`config.mk`:
```
export PLATFORM = sky130hd
export DESIGN_NAME = dual_event_timer
export DESIGN_NICKNAME = d
export VERILOG_FILES = /design/src/rtl/evt_timer_pkg.sv /design/src/rtl/pin_sync.sv /design/src/rtl/quad_decoder.sv /design/src/rtl/step_prescaler.sv /design/src/rtl/timer_core.sv /design/src/rtl/dual_event_timer.sv
export SDC_FILE = /design/constraint.sdc
export NUM_CORES = 1
export LEC_CHECK = 0
export ABC_AREA = 0
export BUFFER_PORTS_ARGS = -buffer_cell sky130_fd_sc_hd__buf_2
export CAP_MARGIN = 20
export CORE_MARGIN = 1
export CORE_UTILIZATION = 39
export CTS_BUF_LIST = sky130_fd_sc_hd__clkbuf_8
export CTS_CLUSTER_DIAMETER = 150
export CTS_CLUSTER_SIZE = 25
export DETAILED_ROUTE_END_ITERATION = 6
export PLACE_DENSITY = 0.57
export SYNTH_ARGS = -nofsm -noshare
export SYNTH_HDL_FRONTEND = slang
export SYNTH_SLANG_ARGS = --single-unit
export TNS_END_PERCENT = 30
```
`constraint.sdc`:
```
create_clock -name clk -period 3.9 [get_ports clk]
set_input_delay 0.78 -clock clk [delete_from_list [all_inputs] [get_ports clk]]
set_output_delay 0.78 -clock clk [all_outputs]
set_load 0.05 [all_outputs]
```
`src/rtl/evt_timer_pkg.sv`:
```
// Package: shared control-byte layout and helpers for the event timers.
// Assumes an 8-bit control byte {run, up, mode[2:0], prescale[2:0]}.
package evt_timer_pkg;

    typedef enum logic [2:0] {
        MD_INT_UD   = 3'b000,
        MD_EXT_UD   = 3'b001,
        MD_INT_PIN  = 3'b010,
        MD_EXT_PIN  = 3'b011,
        MD_CASCADE  = 3'b100,
        MD_EXT_UD_B = 3'b101,
        MD_FOLLOW   = 3'b110,
        MD_QUAD     = 3'b111
    } src_mode_e;

    typedef struct packed {
        logic      run;
        logic      up;
        src_mode_e mode;
        logic [2:0] pre;
    } tctl_t;

    // Effective prescale shift: the top code is clamped to the one below it.
    function automatic logic [2:0] eff_shift(input logic [2:0] code);
        return (code == 3'b111) ? 3'b110 : code;
    endfunction

endpackage

```
`src/rtl/pin_sync.sv`:
```
// Module: pin_sync
// Brings an asynchronous pin into the clock domain through STAGES flops,
// then keeps one more flop of history so edges can be detected.
// Assumes STAGES >= 2.
module pin_sync #(
    parameter int STAGES = 2
) (
    input  logic clk,
    input  logic rst_n,
    input  logic pin,
    output logic level,
    output logic prev,
    output logic changed
);
    logic [STAGES:0] sr;

    // Shift the pin through the synchronizer chain and the history flop.
    always_ff @(posedge clk) begin
        if (!rst_n) sr <= '0;
        else        sr <= {sr[STAGES-1:0], pin};
    end

    assign level   = sr[STAGES-1];
    assign prev    = sr[STAGES];
    assign changed = level ^ prev;
endmodule

```
`src/rtl/quad_decoder.sv`:
```
// Module: quad_decoder
// Decodes one step of a two-phase Gray sequence. A single-phase change is
// a step; a change on both phases at once is invalid and produces nothing.
// Up order for {a,b}: 00 -> 10 -> 11 -> 01 -> 00.
module quad_decoder (
    input  logic a,
    input  logic b,
    input  logic pa,
    input  logic pb,
    output logic step,
    output logic up
);
    logic a_chg, b_chg;

    // Exactly one phase moved, and the direction follows which phase leads.
    always_comb begin
        a_chg = a ^ pa;
        b_chg = b ^ pb;
        step  = a_chg ^ b_chg;
        up    = a ^ pb;
    end
endmodule

```
`src/rtl/step_prescaler.sv`:
```
// Module: step_prescaler
// Passes one step for every 2^shift input events. The phase is cleared by clr.
// Assumes the code comes from a register that changes only when clr is high.
module step_prescaler
    import evt_timer_pkg::*;
#(
    parameter int PRE_BITS = 3
) (
    input  logic                clk,
    input  logic                rst_n,
    input  logic                clr,
    input  logic                event_i,
    input  logic [PRE_BITS-1:0] code,
    output logic                step_o
);
    localparam int MAX_SHIFT = (1 << PRE_BITS) - 2;

    logic [MAX_SHIFT-1:0] pcnt;
    logic [MAX_SHIFT-1:0] mask;

    // Build the wrap point of the phase counter from the effective shift.
    always_comb begin
        mask = MAX_SHIFT'((1 << eff_shift(code)) - 1);
    end

    // Advance the phase on each event and wrap it at the mask.
    always_ff @(posedge clk) begin
        if (!rst_n)       pcnt <= '0;
        else if (clr)     pcnt <= '0;
        else if (event_i) pcnt <= (pcnt == mask) ? '0 : pcnt + 1'b1;
    end

    assign step_o = event_i && (pcnt == mask);

    a_r7_phase_in_range: assert property (@(posedge clk) disable iff (!rst_n)
        pcnt <= mask);
endmodule

```
`src/rtl/timer_core.sv`:
```
// Module: timer_core
// One up/down timer: a control byte, source and direction selection, a
// prescaler, the count register and the wrap strobe. When IS_SECOND is set,
// the peer inputs enable the cascade and follow modes. Otherwise those two
// modes count nothing.
module timer_core
    import evt_timer_pkg::*;
#(
    parameter int WIDTH       = 16,
    parameter int PRE_BITS    = 3,
    parameter int SYNC_STAGES = 2,
    parameter bit IS_SECOND   = 1'b0
) (
    input  logic             clk,
    input  logic             rst_n,
    input  logic             tick_int,
    input  logic             ctrl_we,
    input  logic [7:0]       ctrl_wdata,
    input  logic             load_we,
    input  logic [WIDTH-1:0] load_data,
    input  logic             ext_clk,
    input  logic             ext_dir,
    input  logic             peer_wrap,
    input  logic             peer_step,
    input  logic             peer_up,
    output logic [WIDTH-1:0] count,
    output logic             wrap,
    output logic             step_o,
    output logic             up_o
);
    tctl_t ctrl_q;
    logic  clk_lvl, clk_prev, clk_chg;
    logic  dir_lvl, dir_prev, dir_chg;
    logic  q_step, q_up;
    logic  src_ev, src_up;
    logic  pre_step;
    logic  cas_ev, follow;
    logic  adv, adv_up;

    // Hold the control byte; it takes effect at the edge after the write.
    always_ff @(posedge clk) begin
        if (!rst_n)       ctrl_q <= '0;
        else if (ctrl_we) ctrl_q <= tctl_t'(ctrl_wdata);
    end

    pin_sync #(.STAGES(SYNC_STAGES)) u_sync_clk (
        .clk(clk), .rst_n(rst_n), .pin(ext_clk),
        .level(clk_lvl), .prev(clk_prev), .changed(clk_chg)
    );

    pin_sync #(.STAGES(SYNC_STAGES)) u_sync_dir (
        .clk(clk), .rst_n(rst_n), .pin(ext_dir),
        .level(dir_lvl), .prev(dir_prev), .changed(dir_chg)
    );

    quad_decoder u_quad (
        .a(clk_lvl), .b(dir_lvl), .pa(clk_prev), .pb(dir_prev),
        .step(q_step), .up(q_up)
    );

    generate
        if (IS_SECOND) begin : g_peer
            assign cas_ev = peer_wrap;
            assign follow = (ctrl_q.mode == MD_FOLLOW);
        end else begin : g_solo
            logic unused_peer;
            assign unused_peer = peer_wrap ^ peer_step ^ peer_up;
            assign cas_ev      = 1'b0;
            assign follow      = 1'b0;
        end
    endgenerate

    // Select the raw count event and its direction for the current mode.
    always_comb begin
        src_ev = 1'b0;
        src_up = ctrl_q.up;
        case (ctrl_q.mode)
            MD_INT_UD:              src_ev = tick_int;
            MD_EXT_UD, MD_EXT_UD_B: src_ev = clk_chg;
            MD_INT_PIN:  begin src_ev = tick_int; src_up = dir_lvl; end
            MD_EXT_PIN:  begin src_ev = clk_chg;  src_up = dir_lvl; end
            MD_QUAD:     begin src_ev = q_step;   src_up = q_up;    end
            MD_CASCADE:             src_ev = cas_ev;
            default:                src_ev = 1'b0;
        endcase
    end

    step_prescaler #(.PRE_BITS(PRE_BITS)) u_pre (
        .clk(clk), .rst_n(rst_n), .clr(ctrl_we), .event_i(src_ev),
        .code(ctrl_q.pre), .step_o(pre_step)
    );

    // Follow mode takes the peer's step and direction and bypasses the prescaler.
    always_comb begin
        adv    = ctrl_q.run && (follow ? peer_step : pre_step);
        adv_up = follow ? peer_up : src_up;
    end

    assign step_o = adv;
    assign up_o   = adv_up;

    // Update the count: a load wins over a step, and the wrap flag goes with the step.
    always_ff @(posedge clk) begin
        if (!rst_n) begin
            count <= '0;
            wrap  <= 1'b0;
        end else if (load_we) begin
            count <= load_data;
            wrap  <= 1'b0;
        end else if (adv) begin
            count <= adv_up ? count + 1'b1 : count - 1'b1;
            wrap  <= adv_up ? (count == '1) : (count == '0);
        end else begin
            wrap  <= 1'b0;
        end
    end

    a_r8_load_value: assert property (@(posedge clk) disable iff (!rst_n)
        load_we |=> (count == $past(load_data)));

    a_r2_hold_when_stopped: assert property (@(posedge clk) disable iff (!rst_n)
        (!ctrl_q.run && !load_we) |=> $stable(count));

    a_r9_wrap_at_boundary: assert property (@(posedge clk) disable iff (!rst_n)
        wrap |-> ((count == '0) || (count == '1)));

    a_r4_single_steps: assert property (@(posedge clk) disable iff (!rst_n)
        !load_we |=> ((count == $past(count)) || (count == $past(count) + 1'b1)
                      || (count == $past(count) - 1'b1)));

    a_r6_double_change_ignored: assert property (@(posedge clk) disable iff (!rst_n)
        (ctrl_q.mode == MD_QUAD && clk_chg && dir_chg && !load_we) |=> $stable(count));

    generate
        if (!IS_SECOND) begin : g_first_chk
            a_r12_peer_modes_idle: assert property (@(posedge clk) disable iff (!rst_n)
                ((ctrl_q.mode == MD_CASCADE || ctrl_q.mode == MD_FOLLOW) && !load_we)
                |=> $stable(count));
        end
    endgenerate
endmodule

```
`src/rtl/dual_event_timer.sv`:
```
// Module: dual_event_timer
// Top level: a shared internal tick divider and two timers. The second timer
// can cascade from the first timer's wrap strobe or follow its steps.
// Assumes all external pins are asynchronous to clk.
module dual_event_timer #(
    parameter int WIDTH       = 16,
    parameter int PRE_BITS    = 3,
    parameter int SYNC_STAGES = 2,
    parameter int INT_DIV     = 4
) (
    input  logic             clk,
    input  logic             rst_n,
    input  logic             t0_ctrl_we,
    input  logic [7:0]       t0_ctrl_wdata,
    input  logic             t0_load_we,
    input  logic [WIDTH-1:0] t0_load_data,
    input  logic             t0_ext_clk,
    input  logic             t0_ext_dir,
    output logic [WIDTH-1:0] t0_count,
    output logic             t0_wrap,
    input  logic             t1_ctrl_we,
    input  logic [7:0]       t1_ctrl_wdata,
    input  logic             t1_load_we,
    input  logic [WIDTH-1:0] t1_load_data,
    input  logic             t1_ext_clk,
    input  logic             t1_ext_dir,
    output logic [WIDTH-1:0] t1_count,
    output logic             t1_wrap
);
    localparam int DIV_W = (INT_DIV > 1) ? $clog2(INT_DIV) : 1;

    logic [DIV_W-1:0] div_cnt;
    logic             tick_int;
    logic             t0_step, t0_up;
    logic             t1_step_unused, t1_up_unused;

    // Free-running divider that makes one internal tick every INT_DIV clocks.
    always_ff @(posedge clk) begin
        if (!rst_n)                                div_cnt <= '0;
        else if (div_cnt == DIV_W'(INT_DIV - 1))   div_cnt <= '0;
        else                                       div_cnt <= div_cnt + 1'b1;
    end

    assign tick_int = (div_cnt == DIV_W'(INT_DIV - 1));

    timer_core #(.WIDTH(WIDTH), .PRE_BITS(PRE_BITS), .SYNC_STAGES(SYNC_STAGES),
                 .IS_SECOND(1'b0)) u_first (
        .clk(clk), .rst_n(rst_n), .tick_int(tick_int),
        .ctrl_we(t0_ctrl_we), .ctrl_wdata(t0_ctrl_wdata),
        .load_we(t0_load_we), .load_data(t0_load_data),
        .ext_clk(t0_ext_clk), .ext_dir(t0_ext_dir),
        .peer_wrap(1'b0), .peer_step(1'b0), .peer_up(1'b0),
        .count(t0_count), .wrap(t0_wrap), .step_o(t0_step), .up_o(t0_up)
    );

    timer_core #(.WIDTH(WIDTH), .PRE_BITS(PRE_BITS), .SYNC_STAGES(SYNC_STAGES),
                 .IS_SECOND(1'b1)) u_second (
        .clk(clk), .rst_n(rst_n), .tick_int(tick_int),
        .ctrl_we(t1_ctrl_we), .ctrl_wdata(t1_ctrl_wdata),
        .load_we(t1_load_we), .load_data(t1_load_data),
        .ext_clk(t1_ext_clk), .ext_dir(t1_ext_dir),
        .peer_wrap(t0_wrap), .peer_step(t0_step), .peer_up(t0_up),
        .count(t1_count), .wrap(t1_wrap),
        .step_o(t1_step_unused), .up_o(t1_up_unused)
    );

    a_r3_tick_isolated: assert property (@(posedge clk) disable iff (!rst_n)
        tick_int |=> !tick_int);
endmodule

```
# Word-level counts from Yosys, hierarchy flattened
# Index checks and enable logic that the tools add are counted.
[word_totals] wordCells=99 register_bits=76 input_bits=58
[classes] n_reduce_logical=21 n_eq_ne=19 n_mux=18 add_sub_neg=9 bitwise=11 shifts=2
[ops] operator="16-bit two-way mux" n=6
[ops] operator="16-bit by 1-bit adder with 16-bit output (second input constant)" n=2
[ops] operator="16-bit equality test (second input constant)" n=2
[ops] operator="16-bit logical NOT" n=2
[ops] operator="16-bit by 1-bit subtractor with 16-bit output (second input constant)" n=2
[ops] operator="3-bit equality test (second input constant)" n=8
[ops] operator="2-bit OR reduction" n=7
[ops] operator="6-bit by 1-bit adder with 6-bit output (second input constant)" n=2
[ops] operator="3-bit by 2-bit equality test with 1-bit output (second input constant)" n=4
[ops] operator="6-bit equality test" n=2
[ops] operator="6-bit two-way mux" n=2
[ops] operator="3-bit OR reduction" n=4
[ops] operator="1-bit by 3-bit left shift with 6-bit output (first input constant)" n=2
[ops] operator="6-bit by 2-bit subtractor with 6-bit output (second input constant)" n=2
[ops] operator="1-bit XOR" n=8
[ops] operator="3-bit by 1-bit equality test with 1-bit output (second input constant)" n=2
[ops] operator="3-bit logical NOT" n=2
[ops] operator="3-bit two-way mux" n=2
[ops] operator="1-bit logical AND" n=4
[ops] operator="1-bit two-way mux" n=4
[ops] operator="1-bit case mux with 2 select lines" n=2
[ops] operator="1-bit case mux with 4 select lines" n=1
[ops] operator="2-bit nonzero test" n=2
[ops] operator="1-bit NOT" n=3
[ops] operator="3 further kinds" n=3

# Longest topological paths before layout
# Gate-level depths: netlist (run 1).
[logic_depth] ltp_word=11 ltp_mapped=14 depth_no_buf=13

# Modules after synthesis
# A second synthesis (run 1) with hierarchy kept.
[unflattened] cells_unflattened=585 area_unflattened_um2=4898.4
[modules_own_cells] mod="timer_core (u_second)" seq_area_each_um2=500.5 cells_per_inst=236 area_per_inst_um2=1858.0 n_inst=1
[modules_own_cells] mod="timer_core (u_first)" seq_area_each_um2=500.5 cells_per_inst=215 area_per_inst_um2=1686.6 n_inst=1
[modules_own_cells] mod="step_prescaler" seq_area_each_um2=120.1 cells_per_inst=47 area_per_inst_um2=426.7 n_inst=2
[modules_own_cells] mod="pin_sync" seq_area_each_um2=60.1 cells_per_inst=7 area_per_inst_um2=88.8 n_inst=4
[modules_own_cells] mod="dual_event_timer" seq_area_each_um2=40.0 cells_per_inst=6 area_per_inst_um2=77.6 n_inst=1
[modules_own_cells] mod="quad_decoder" seq_area_each_um2=0.0 cells_per_inst=3 area_per_inst_um2=33.8 n_inst=2

# Worst setup path after synthesis (run 1)
# OpenSTA, ideal clock, no wires.
[synth_path] path_kind="reg2reg" from="register u_first.ctrl_q[3] (netlist bit)" to="register u_second.count[12]" period_less_slack_ns=3.319 arrival_time_ns=3.186 stages_incl_launch_ff=14 path_buffers=0 slack_ns=0.581 cell_sequence="dfxtp_1 > nand2b_1 > a21oi_1 > mux2_2 > o31ai_1 > inv_1 > fa_1 > a211oi_1 > nor2_1 > o41ai_1 > o21ai_0 > xor2_1 > mux2i_1 > a21oi_1"
[synth_via] elab_chain_cells=8 word_cells_on_any_way=20 classes_between="5 x eq/ne; 7 x mux; 8 x reduce/logical"
[synth_rtl] item="from (decl)" line_no="timer_core.sv:31" source="tctl_t ctrl_q;"
[synth_rtl] item="from (signal assigned)" line_no="timer_core.sv:43" source="else if (ctrl_we) ctrl_q <= tctl_t'(ctrl_wdata);"
[synth_rtl] item="3-bit by 1-bit equality test with 1-bit output, or another cell as far along" line_no="timer_core.sv:77" source="case (ctrl_q.mode)"
[synth_rtl] item="3-bit OR reduction (no line) or 2-bit OR reduction (tied branches)"
[synth_rtl] item="1-bit case mux with 3 select lines" line_no="timer_core.sv:77"
[synth_rtl] item="1-bit logical AND" line_no="step_prescaler.sv:33" source="assign step_o = event_i && (pcnt == mask);"
[synth_rtl] item="1-bit logical AND" line_no="timer_core.sv:95" source="adv = ctrl_q.run && (follow ? peer_step : pre_step);"
[synth_rtl] item="1-bit two-way mux" line_no="timer_core.sv:95"
[synth_rtl] item="1-bit logical AND" line_no="timer_core.sv:95"
[synth_rtl] item="2-bit nonzero test (no line)"
[synth_rtl] item="to (signal assigned)" line_no="timer_core.sv:108" source="count <= load_data;"
[synth_rtl] item="to (signal assigned)" line_no="timer_core.sv:111" source="count <= adv_up ? count + 1'b1 : count - 1'b1;"
[synth_rtl] item="to (decl)" line_no="timer_core.sv:26" source="output logic [WIDTH-1:0] count,"
# Several ways; a longest one is shown, not always the timed one. The select of a mux whose other input is x is not followed.
# A chain may end at the register's enable or synchronous reset.

# Worst setup path after layout (run 1)
[layout_path] from="register u_first.u_sync_clk.sr[1]" to="register u_first.count[12]"
[layout_via] elab_chain_cells=6 word_cells_on_any_way=11 classes_between="5 x mux; 3 x bitwise; 3 x reduce/logical"
[layout_rtl] item="from (decl)" line_no="pin_sync.sv:15" source="logic [STAGES:0] sr;"
[layout_rtl] item="from (signal assigned)" line_no="pin_sync.sv:20" source="else sr <= {sr[STAGES-1:0], pin};"
[layout_rtl] item="1-bit XOR" line_no="pin_sync.sv:25, quad_decoder.sv:17"
[layout_rtl] item="1-bit XOR" line_no="quad_decoder.sv:19" source="step = a_chg ^ b_chg;"
[layout_rtl] item="1-bit case mux with 3 select lines" line_no="timer_core.sv:77"
[layout_rtl] item="1-bit logical AND" line_no="step_prescaler.sv:33"
[layout_rtl] item="1-bit logical AND" line_no="timer_core.sv:95"
[layout_rtl] item="2-bit nonzero test (no line)"
[layout_rtl] item="to (signal assigned)" line_no="timer_core.sv:108"
[layout_rtl] item="to (signal assigned)" line_no="timer_core.sv:111"
[layout_rtl] item="to (decl)" line_no="timer_core.sv:26"
# Several ways; a longest one is shown, not always the timed one. The select of a mux whose other input is x is not followed.

==> results.sh, run 1 <==
export IMPL_syn2layout_area_growth_pct=16.8
export IMPL_ys_types=68
export IMPL_synth_flop_cell="dfxtp_1"
export IMPL_worst_ep_arrival_time_ps=4020
export IMPL_required_ps=4180
export IMPL_finalNetCount=755
export IMPL_postCtsSetupRepairBufs=0
export IMPL_final_period_utilization_pct=95.8
export IMPL_power_uw=2290
export IMPL_yosys_area_top_type_share_pct=31.0
export IMPL_drt_total_wl_um=12400
export IMPL_rr_startpoint="u_first.u_sync_clk.sr[1]"
export IMPL_grt_pass1_vias=4278
export IMPL_p_leak_uw=0.00245
export IMPL_crit_chain="xor2_1, o22ai_1, a21oi_1, inv_1, ha_1, nor2b_4, o21a_1, o21a_1, o21a_1, or4_1, a31o_1, a311oi_2"
export IMPL_dieWidth_um=114
export IMPL_swShare_pct=33.0
export IMPL_post_drt_wl_per_cell_um=14.8
export IMPL_cts_tree="yes"
export IMPL_synthTopCellsByArea="dfxtp_1 31%, ha_1 7.9%, mux2i_1 7.1%"
export IMPL_worst_pin_slew_ps=672
export IMPL_grt_usage_pct=19.7
export IMPL_intPower_uw=1530
export IMPL_antenna_found_initial=0
export IMPL_outcome="completed"
export IMPL_drt_initial_drc_count=224
export IMPL_dieArea_sq_um=13000
export IMPL_path_delay_family="compound AO/OA/AOI/OAI gates"
export IMPL_rsz0062_at_grt="yes"
export IMPL_yosysMostFrequentCell="dfxtp_1"
export IMPL_synth_net_count=672
export IMPL_clk_pin_slew_ps=80
export IMPL_std_cell_rows=40
export IMPL_max_freq_ghz=0.268
export IMPL_drive_gt1_share_pct=18.3
export IMPL_ir_drop_mv=0.175
export IMPL_fillCellCount=1224
export IMPL_ys_warn_count=0
export IMPL_synth_edf_count=0
export IMPL_avgViaCountPerCell=5.41
export IMPL_async_reset_ff_share_pct=0
export IMPL_slew_headroom_pct=54.9
export IMPL_syn_avg_cell_area_sq_um=8.45
export IMPL_startpoint="u_first.u_sync_clk.sr[1]"
export IMPL_synth_top_area_cell="dfxtp_1"
export IMPL_antenna_cells=0
export IMPL_critical_path_buf_inv_count=1
export IMPL_power_frac_comb_pct=29.8
export IMPL_cts_sinks=76
export IMPL_grt_start_max_net_pins=43
export IMPL_path_max_fanout=15
export IMPL_place_area_sq_um=5490
export IMPL_drc=0
export IMPL_die_h_um=114
export IMPL_overflow=0
export IMPL_critPathLaunchType="register"
export IMPL_ctsHoldBuffers=0
export IMPL_start_util_pct=40.4
export IMPL_firstDrtPassIters=4
export IMPL_numCtsBuffers=9
export IMPL_p_sw_uw=755
export IMPL_p_clk_share_pct=32.2
export IMPL_cpMaxStageDelayCell="or4_1"
export IMPL_hpwl_um=9210
export IMPL_ys_ff_latch=76
export IMPL_core_sq_um=12200
export IMPL_clockRootBuffer="clkbuf_8"
export IMPL_period_minus_slack_ps=3740
export IMPL_hp_class="reg2reg"
export IMPL_design_area_sq_um=5740
export IMPL_p_per_area_nw_per_um2=399
export IMPL_worst_clock_skew_ps=7.79
export IMPL_ys_seq_area_share_pct=31.0
export IMPL_cp_end_kind="register"
export IMPL_port_buffers=91
export IMPL_grt_pass1_wl_um=20400
export IMPL_syn_inst=581
export IMPL_cts_buffer_depth=2
export IMPL_ant_nets=0
export IMPL_report_final_slew_viol_count=0
export IMPL_num_io_pins=92
export IMPL_num_vias=4520
export IMPL_cts_htree_levels=3
export IMPL_syn_area_sq_um=4910
export IMPL_crit_top_cell="o21a_1"
export IMPL_slowest_delay_ps=460
export IMPL_hp_start="div_cnt[0]"
export IMPL_synth_commonest_cells="76 x dfxtp_1, 60 x nor2_1, 45 x o21ai_0, 42 x a21oi_1, 35 x mux2i_1"
export IMPL_path_class="reg2reg"
export IMPL_clk_latency_ps=360
export IMPL_pwr_share_seq_pct=38.0
export IMPL_setup_violations_final=0
export IMPL_final_hold_viol_count=0
export IMPL_finalWeightedCongestion=0.894
export IMPL_fin_hold_ws_ps=436
export IMPL_drv_cap=0
## registers in the layout, summed over array words and instances, names as in the netlist, 2 cells and up
signal / cells
u_first.ctrl_q: 8
u_second.count: 16
u_second.u_sync_dir.sr: 3
u_second.ctrl_q: 8
u_first.u_sync_dir.sr: 3
u_first.u_pre.pcnt: 6
u_second.u_pre.pcnt: 6
u_first.u_sync_clk.sr: 3
div_cnt: 2
u_second.u_sync_clk.sr: 3
u_first.count: 16
## power groups by stage
stage	registers [uW]	clock network (uW)	logic (uW)
finish	870	736	681
CTS	870	762	680
global route	877	796	752
floorplan	952	0	452
detailed placement	888	0	676
global placement	887	0	665
## path summary, 6_finish.rpt
path                            depth (start not counted)                end  slack (ps)
worst min register to register                          1         div_cnt[0]         440
worst max-delay path                                   12  u_first.count[12]         160
worst max register to register                         12  u_first.count[12]         160
worst min-delay path                                    1         div_cnt[0]         440
## through the flow
step                TNS, ps  utilization (%)  setup slack, ps  std cells
floorplan                 0                -              581        581
global placement          0             45.2              133        821
detailed placement        0             45.2             38.5        821
CTS                       0             47.1             92.3        836
global route          -80.6             47.2            -80.6        836
finish                    0             47.2              163        836
## layer usage
layer	share of wire, %	GRT usage, %	vias up	wire length (um)
met3	4.5	4.24	25	556
met1	49	26.1	2079	6040
met5	0	0	-	0
li1	-	-	2311	-
met2	44	30.8	105	5490
met4	2.5	8.83	0	308
## layout make-up
class,instances,area (sq um),share of cell area (%)
well taps,168,210,3.66
repair buffers,94,478,8.33
flip-flops and latches,76,1520,26.5
inverters,17,63.8,1.11
multi-input cells,466,3230,56.2
clock buffers,10,138,2.40
clock inverters,5,100,1.74
## repair_timing
item                                    4_1_cts  5_1_grt
hold endpoints to repair                      0        0
resized for setup                             1        1
endpoints found under the setup margin        1        5
## cell families after synthesis
| kind of cell | synth area share, % |
|---|---|
| DFF | 31.0 |
| xor gates and xnor gates | 6.96 |
| AOI/OAI and AO/OA | 22.4 |
| adders and majority gates | 8.71 |
| buffers and inverters | 3.44 |
| muxes | 7.36 |
| and+or+nand+nor | 20.1 |
## layout by cell type, fill, tap and decap left out, drive strengths merged, types with 11 or more instances in the layout
| master | n |
|---|---|
| buf | 94 |
| dfxtp | 76 |
| nor2 | 60 |
| o21ai | 46 |
| a21oi | 43 |
| mux2i | 35 |
| ha | 31 |
| nand2 | 28 |
| xnor2 | 24 |
| nand4 | 19 |
| and2 | 16 |
| xor2 | 15 |
| inv | 15 |
| nor3 | 13 |
| nor4 | 12 |
| o21a | 11 |
No activity file was read; power rests on OpenSTA's default activity.
==> inputs of run 2 (changes only) <==
--- a/config.mk
+++ b/config.mk
@@ -9,12 +9,12 @@
 export BUFFER_PORTS_ARGS = -buffer_cell sky130_fd_sc_hd__buf_2
 export CAP_MARGIN = 20
 export CORE_MARGIN = 1
-export CORE_UTILIZATION = 39
+export CORE_UTILIZATION = 50
 export CTS_BUF_LIST = sky130_fd_sc_hd__clkbuf_8
 export CTS_CLUSTER_DIAMETER = 150
 export CTS_CLUSTER_SIZE = 25
 export DETAILED_ROUTE_END_ITERATION = 6
-export PLACE_DENSITY = 0.57
+export PLACE_DENSITY = 0.71
 export SYNTH_ARGS = -nofsm -noshare
 export SYNTH_HDL_FRONTEND = slang
 export SYNTH_SLANG_ARGS = --single-unit
==> run 2 against run 1 <==
  * Die area down 22%
  * Count of clock-buffer cells in the layout down 1
  * Critical path type unchanged
  * Fmax up 2.9%
  * Sequential share of layout area about the same
  * Non-clock buffer count up 3
  * Routed wire length down 3.3%
  * Clock skew up 3.7 ps
==> results.sh, run 2 (same netlist as run 1, synthesis figures left out) <==
export IMPL_hpwl_um=8890
export IMPL_period_minus_slack_ps=3630
export IMPL_drv_cap=0
export IMPL_final_period_utilization_pct=93.1
export IMPL_p_leak_uw=0.00247
export IMPL_finalWeightedCongestion=0.917
export IMPL_numCtsBuffers=9
export IMPL_dieArea_sq_um=10200
export IMPL_outcome="completed"
export IMPL_fin_hold_ws_ps=434
export IMPL_hp_class="reg2reg"
export IMPL_worst_clock_skew_ps=11.5
export IMPL_required_ps=4120
export IMPL_cts_buffer_depth=2
export IMPL_avgViaCountPerCell=5.78
export IMPL_grt_start_max_net_pins=43
export IMPL_final_hold_viol_count=0
export IMPL_cts_sinks=76
export IMPL_cpMaxStageDelayCell="fa_1"
export IMPL_multi_input_area_sq_um=3220
export IMPL_grt_pass1_vias=4329
export IMPL_layout_area_seq_sq_um=1520
export IMPL_critical_path_buf_inv_count=2
export IMPL_final_common_cell="buf_2"
export IMPL_die_h_um=101
export IMPL_antenna_cells=0
export IMPL_num_vias=4630
export IMPL_slew_headroom_pct=53.0
export IMPL_path_class="reg2reg"
export IMPL_slowest_delay_ps=470
export IMPL_report_final_slew_viol_count=0
export IMPL_firstDrtPassIters=4
export IMPL_clockRootBuffer="clkbuf_8"
export IMPL_drt_total_wl_um=12000
export IMPL_port_buffers=91
export IMPL_crit_top_cell="a21oi_1"
export IMPL_clk_latency_ps=350
export IMPL_worst_pin_slew_ps=701
export IMPL_path_delay_family="compound AO/OA/AOI/OAI gates"
export IMPL_post_drt_wl_per_cell_um=15.0
export IMPL_std_cell_rows=35
export IMPL_setup_tns_final_ps=0
export IMPL_syn2layout_area_growth_pct=16.7
export IMPL_layout_common_cells="91 x buf_2, 76 x dfxtp_1, 60 x nor2_1"
export IMPL_cp_end_kind="register"
export IMPL_ir_drop_mv=0.239
export IMPL_dp_slack_ps=344
export IMPL_drc=0
export IMPL_cts_tree="yes"
export IMPL_drive_gt1_share_pct=18.3
export IMPL_max_freq_ghz=0.275
export IMPL_grt_usage_pct=24.3
export IMPL_fillCellCount=888
export IMPL_worst_ep_arrival_time_ps=3850
export IMPL_finalNetCount=758
export IMPL_path_max_fanout=9
export IMPL_dieWidth_um=101
export IMPL_num_io_pins=92
export IMPL_start_util_pct=52.4
export IMPL_overflow=0
export IMPL_crit_chain="nand2b_1, a21oi_1, mux2_2, o31ai_1, buf_4, inv_1, fa_1, a211oi_1, nor2_1, o41ai_1, o21ai_0, xor2_1, mux2i_1, a21oi_1"
export IMPL_grt_pass1_wl_um=19900
export IMPL_critPathLaunchType="register"
export IMPL_antenna_found_initial=0
export IMPL_ant_nets=0
export IMPL_p_per_area_nw_per_um2=410
export IMPL_clk_pin_slew_ps=80
export IMPL_cts_htree_levels=3
export IMPL_worst_slack_ps=269
export IMPL_rsz0062_at_grt="no"
export IMPL_setup_violations_final=0
export IMPL_core_sq_um=9370
export IMPL_ctsHoldBuffers=0
export IMPL_largestRegisters="u_first.count x16, u_second.count x16"
export IMPL_drt_initial_drc_count=167
-- run 2: cell count changes in the layout (fill, tap and decap cells not counted), sizes merged --
cell	previous run	this run
buf	94	97
bufinv	3	4
clkbuf	10	9
clkinv	4	3
clkinvlp	0	1
inv	15	16
-- run 2: per-layer routing --
| metal | routed length (um) | part of all wire [%] | vias up | global-route usage [%] |
|---|---|---|---|---|
| met5 | 0 | 0 | - | 0 |
| met4 | 235 | 2.0 | 0 | 8.81 |
| met3 | 555 | 4.6 | 23 | 3.19 |
| met2 | 5550 | 46 | 125 | 40.3 |
| met1 | 5640 | 47 | 2164 | 32.2 |
| li1 | - | - | 2318 | - |
-- run 2: final timing paths --
| check | start | to | slack, ps | cells after the start |
|---|---|---|---|---|
| setup / recovery | u_first.ctrl_q[3] | u_second.count[12] | 270 | 14 |
| hold / removal | div_cnt[0] | div_cnt[0] | 430 | 1 |
| setup reg to reg | u_first.ctrl_q[3] | u_second.count[12] | 270 | 14 |
| hold reg to reg | div_cnt[0] | div_cnt[0] | 430 | 1 |
-- run 2: layout make-up --
class	instances	share of cell area (%)
repair buffers	97	8.73
inverters	17	1.11
flip-flops and latches	76	26.5
clock inverters	7	2.44
multi-input cells	466	56.2
well taps	129	2.82
clock buffers	9	2.16
-- run 2: power breakdown --
group / leakage [uW] / switching [uW] / internal, uW
sequential: 0.000626 / 53.6 / 817
clock: 0.000131 / 301 / 489
combinational: 0.00171 / 407 / 282
total: 0.00247 / 762 / 1590
-- run 2: timing repair --
action                                  4_1_cts  5_1_grt
endpoints found under the setup margin        0        1
endpoints found under the hold margin         0        0
resized for setup                             0        1
setup buffers                                 0        0
-- run 2: metrics by stage --
step / power (uW) / std cells / area (sq um) / util, %
after floorplan: 1400 / 581 / 4910 / -
after global placement: 1550 / 785 / 5470 / 58.3
after detailed placement: 1570 / 785 / 5470 / 58.3
after CTS: 2360 / 801 / 5730 / 61.2
after global routing: 2480 / 801 / 5730 / 61.2
final: 2350 / 801 / 5730 / 61.2
